$ cat config.mk
export PLATFORM = sky130hd
export DESIGN_NAME = xpfx_ctrl
export DESIGN_NICKNAME = d
export VERILOG_FILES = /design/src/rtl/xpfx_pkg.sv /design/src/rtl/xpfx_ext_reg.sv /design/src/rtl/xpfx_flag_unit.sv /design/src/rtl/xpfx_irq_gate.sv /design/src/rtl/xpfx_ctrl.sv
export SDC_FILE = /design/constraint.sdc
export NUM_CORES = 1
export LEC_CHECK = 0
export ABC_AREA = 1
export BUFFER_PORTS_ARGS = -buffer_cell sky130_fd_sc_hd__buf_2
export CORE_UTILIZATION = 43
export DETAILED_ROUTE_END_ITERATION = 10
export PLACE_DENSITY = 0.76
export SLEW_MARGIN = 10
export SYNTH_ARGS = -nofsm -noshare
export SYNTH_HDL_FRONTEND = slang
export SYNTH_HIERARCHICAL = 1
export SYNTH_SLANG_ARGS = --single-unit
$ cat constraint.sdc
create_clock -name clk -period 1.15 [get_ports clk]
set_input_delay 0 -clock clk [delete_from_list [all_inputs] [get_ports clk]]
set_output_delay 0 -clock clk [all_outputs]
set_load 0.1 [all_outputs]
$ cat src/rtl/xpfx_pkg.sv
package xpfx_pkg;
  localparam int EXT_W_DEF = 8;
  localparam int FLG_W_DEF = 4;
  localparam int E_POS_DEF = 3;

  typedef enum logic [2:0] {
    FOP_NONE = 3'd0,
    FOP_LOAD = 3'd1,
    FOP_AND  = 3'd2,
    FOP_OR   = 3'd3,
    FOP_XOR  = 3'd4
  } flg_op_e;
endpackage

$ cat src/rtl/xpfx_ext_reg.sv
module xpfx_ext_reg #(
  parameter int W = 8
) (
  input  logic         clk,
  input  logic         rst,
  input  logic         we,
  input  logic         use_pair,
  input  logic [W-1:0] imm,
  input  logic [W-1:0] pair,
  output logic [W-1:0] q
);
  always_ff @(posedge clk) begin
    if (rst) q <= '0;
    else if (we) q <= use_pair ? pair : imm;
  end
endmodule

$ cat src/rtl/xpfx_flag_unit.sv
module xpfx_flag_unit
  import xpfx_pkg::*;
#(
  parameter int W     = 4,
  parameter int E_POS = 3
) (
  input  logic         clk,
  input  logic         rst,
  input  logic         retire,
  input  flg_op_e      op,
  input  logic [W-1:0] opnd,
  input  logic         ext_wr,
  output logic [W-1:0] q
);
  logic [W-1:0] nxt;

  always_comb begin
    nxt = q;
    unique case (op)
      FOP_LOAD: nxt = opnd;
      FOP_AND:  nxt = q & opnd;
      FOP_OR:   nxt = q | opnd;
      FOP_XOR:  nxt = q ^ opnd;
      default:  nxt[E_POS] = 1'b0;
    endcase
    if (ext_wr) nxt[E_POS] = 1'b1;
  end

  always_ff @(posedge clk) begin
    if (rst) q <= '0;
    else if (retire) q <= nxt;
  end
endmodule

$ cat src/rtl/xpfx_irq_gate.sv
module xpfx_irq_gate (
  input  logic clk,
  input  logic rst,
  input  logic retire,
  input  logic any_wr,
  output logic hold
);
  always_ff @(posedge clk) begin
    if (rst) hold <= 1'b0;
    else if (retire) hold <= any_wr;
  end
endmodule

$ cat src/rtl/xpfx_ctrl.sv
module xpfx_ctrl
  import xpfx_pkg::*;
#(
  parameter int EXT_W = EXT_W_DEF,
  parameter int FLG_W = FLG_W_DEF,
  parameter int E_POS = E_POS_DEF
) (
  input  logic             clk,
  input  logic             rst,
  input  logic             retire,
  input  logic             ext_ld_imm,
  input  logic             ext_ld_reg,
  input  logic [EXT_W-1:0] ext_imm,
  input  logic [EXT_W-1:0] ext_ba,
  input  logic             flg_ld,
  input  logic             flg_and,
  input  logic             flg_or,
  input  logic             flg_xor,
  input  logic [FLG_W-1:0] flg_arg,
  input  logic             flg_rest,
  input  logic [FLG_W-1:0] flg_rest_val,
  output logic [EXT_W-1:0] ext_q,
  output logic [FLG_W-1:0] flg_q,
  output logic             e_flag,
  output logic             irq_hold
);
  logic             ext_wr_rt;
  logic             flg_wr;
  flg_op_e          op;
  logic [FLG_W-1:0] opnd;

  assign ext_wr_rt = retire & (ext_ld_imm | ext_ld_reg);
  assign flg_wr    = flg_rest | flg_ld | flg_and | flg_or | flg_xor;

  // restore outranks the other flag strobes, then load, AND, OR, XOR
  always_comb begin
    op   = FOP_NONE;
    opnd = flg_arg;
    if (flg_rest) begin
      op   = FOP_LOAD;
      opnd = flg_rest_val;
    end else if (flg_ld)  op = FOP_LOAD;
    else if (flg_and)     op = FOP_AND;
    else if (flg_or)      op = FOP_OR;
    else if (flg_xor)     op = FOP_XOR;
  end

  xpfx_ext_reg #(.W(EXT_W)) u_ext (
    .clk(clk), .rst(rst), .we(ext_wr_rt), .use_pair(~ext_ld_imm),
    .imm(ext_imm), .pair(ext_ba), .q(ext_q)
  );

  xpfx_flag_unit #(.W(FLG_W), .E_POS(E_POS)) u_flg (
    .clk(clk), .rst(rst), .retire(retire), .op(op), .opnd(opnd),
    .ext_wr(ext_ld_imm | ext_ld_reg), .q(flg_q)
  );

  xpfx_irq_gate u_gate (
    .clk(clk), .rst(rst), .retire(retire),
    .any_wr(flg_wr | ext_ld_imm | ext_ld_reg), .hold(irq_hold)
  );

  assign e_flag = flg_q[E_POS];
endmodule

==> flow_summary_export.csv <==
group,metric,value,unit
outcome,status,"finished, final reports clean",
setup_path,crit_path_max_fanout,3,
placement,place.port_buffers,47,
logic_synthesis,yosysTopAreaCell,"dfxtp_1",
cts,postCtsSetupBuffers,0,
power_and_ir_drop,seq_power_share,34.6,%
sta,slew-limit-headroom,67.42,%
sta,slew_violations,0,
die,die_y,53.43,µm
drt,drtIter0Drc,16,
setup_path,critPathLaunchType,"flop",
power_and_ir_drop,switching_power,0.0006752,W
power_and_ir_drop,clock_power_share,18.2,%
drt,ant_nets,0,
sta,min_period,1.074,ns
logic_synthesis,synth_area,1137,µm²
die,core_region_area,2477,µm²
final_layout,final_cell_mix,"nand2_1 (58), buf_2 (47), nor2_1 (29)",
final_layout,layout_commonest_cell,"nand2_1",
grt,grt_util_all_layers,18.52,%
cts,clk_latency,0.26,ns
sta,whs,0.01293,ns
final_layout,area_growth,37.62,%
die,rows,18,
cts,root_buffer,"clkbuf_4",
cts,cts.sinks,13,
sta,hold_violations,0,
final_layout,drive_above_1_share,41.70,%
logic_synthesis,synth.area.top_cells,"dfxtp_1 (23%), nand2_1 (19%), inv_1 (10%), nor2_1 (9.9%), ha_1 (8.8%)",
setup_path,r2r_slack,0.08,ns
placement,post-place-cells,273,
grt,globalRouteMet2Util,31.46,%
die,dieArea,2855,µm²
sta,fin_worst_skew,0,ns
grt,grt_max_degree,17,
logic_synthesis,syn_nets,230,
drt,dr.pass1.iters,4,
sta,tightest_slew,0.4921,ns
die,io_pins,48,
power_and_ir_drop,p_sw_share,44.83,%
grt,grt_pass1_wl,3.905,mm
power_and_ir_drop,ir_worst_vdd,0.8197,mV
placement,post-dp-hpwl,2.003,mm
cts,cts_max_level,1,
power_and_ir_drop,leakagePower,0.9486,nW
drt,wl_per_cell,8.888,µm
setup_path,critPathKind,"reg2reg",
logic_synthesis,avgSynthCellArea,6.050,µm²
cts,cts_tree,"done",
setup_path,cp.required,1.32,ns
flow_run,max_cap_viol_count,0,
final_layout,fill_cells,236,
final_layout,antennaDiodeCount,0,
power_and_ir_drop,p_per_area,962.3,nW/µm²
sta,grt_setup_unrepaired,"no",
drt,routed_wirelength,2.462,mm
logic_synthesis,ys_seq_elements,13,
drt,route.detailed.drc,0,
cts,clock_path_buffers,2,
drt,via_count,1234,
die,die_w,53.43,µm
sta,finalSetupViolations,0,
final_layout,finalCoreUtilization,63.18,%
power_and_ir_drop,intPower,0.0008310,W
final_layout,stdcell_count,277,
die,initial_core_util,45.91,%
sta,setup-tns-final,0,ns
logic_synthesis,yosys_warnings,6,
grt,use_met3,5.172,%
power_and_ir_drop,pwr-share-comb,47.2,%
grt,grt_pass1_vias,989,
cts,clk_pin_slew,0.08,ns
grt,top_usage_layer,"met2",
sta,fin_crit_sh,93.39,%
setup_path,cp-end-kind,"flop",
placement,gp_congestion,0.7763,
final_layout,layout.nets,290,
logic_synthesis,ys_seq_area_share,22.88,%
drt,viasPerCell,4.455,
grt,gr-usage-met1,23.31,%
logic_synthesis,synthCells,188,
logic_synthesis,post-synth-top-area-fraction,22.88,%
logic_synthesis,yosys.cell_types.count,23,
setup_path,cp.arrival,1.24,ns
grt,overflow,0,
cts,cts_buffers,3,
min_path,hold_path.class,"in2reg",
sta,max_freq,931.1,MHz
grt,antenna_found_initial,0,
kinds of logic (layout without fill, tap and decap cells):
family / Yosys count / count (layout) / synth area share (%)
AOI/OAI and AO/OA: 10 / 10 / 6.491
DFF: 13 / 13 / 22.88
adders and majority gates: 8 / 8 / 8.801
and+or+nand+nor: 117 / 117 / 45.54
buffers and inverters: 40 / 99 / 16.28
timing repair:
| item | in CTS | in global routing |
|---|---|---|
| setup endpoints to repair | 0 | 4 |
| hold buffers | 0 | 0 |
| resized for setup | 0 | 2 |
routing by layer:
layer | share of wire (%) | vias up | routed length [µm]
met5 | 0 | - | 0
met4 | 0.77 | 0 | 19
met3 | 3.0 | 2 | 73
met2 | 49 | 17 | 1195
met1 | 48 | 536 | 1174
li1 | - | 679 | -
final timing paths:
kind	from	end	cells after the start
max	u_flg/q[0]	u_flg/q[0]	8
min	ext_imm[7]	u_ext/q[7]	5
max reg2reg	u_flg/q[0]	u_flg/q[0]	8
min reg2reg	u_gate/hold	u_gate/hold	2
cell type report:
cell class / instances / area, µm² / area share [%]
sequential: 13 / 286.5 / 18.31
clock buffer: 4 / 26.28 / 1.679
inverter: 35 / 133.9 / 8.553
tap: 30 / 37.54 / 2.398
multi-input combinational: 135 / 748.2 / 47.80
timing repair buffer: 60 / 332.8 / 21.26
registers in the layout, summed over array words and instances, names as in the netlist:
signal and cells:
u_ext/q 8, u_flg/q 4, u_gate/hold 1
synthesized netlist by cell type:
master    instances
buf_12            1
a21boi_4          1
o21ai_0           2
dfxtp_1          13
o21ai_2           2
nand3_1          14
nor2_1           30
inv_2             4
ha_1              8
nand3_2           1
a21oi_1           3
nor2_2            4
o21ai_1           1
nor2_4            2
buf_4             3
nand2_1          58
buf_6             1
nand2_4           2
inv_1            31
nand2_2           1
nand4_1           3
o21a_1            1
or2_0             2
per-stage QoR:
step	worst slack, ns	power [W]	area [µm²]
final	0.07606	0.001506	1565
after global routing	0.004771	0.001621	1565
after CTS	0.05872	0.001529	1559
after detailed placement	-0.2293	0.001244	1533
after global placement	-0.2068	0.001233	1533
after floorplan	-0.1045	0.001084	1216
worst max-delay path: stages, from the launching register on:
cell and delay, ns:
dfxtp_4 0.36, inv_2 0.07, ha_4 0.19, nand3_1 0.08
nand2_1 0.05, nor2_1 0.08, nand3_1 0.07, nand2_1 0.06
inv_1 0.03
power groups by stage:
stage	Combinational (W)	Clock, W	Sequential (W)
2_1_floorplan	0.000284	0	0.000800
3_3_place_gp	0.000700	0	0.000533
3_5_place_dp	0.000711	0	0.000533
4_1_cts	0.000712	0.000294	0.000523
5_1_grt	0.000776	0.000317	0.000528
6_report	0.000711	0.000274	0.000521
(Power assumes the default switching activity.)
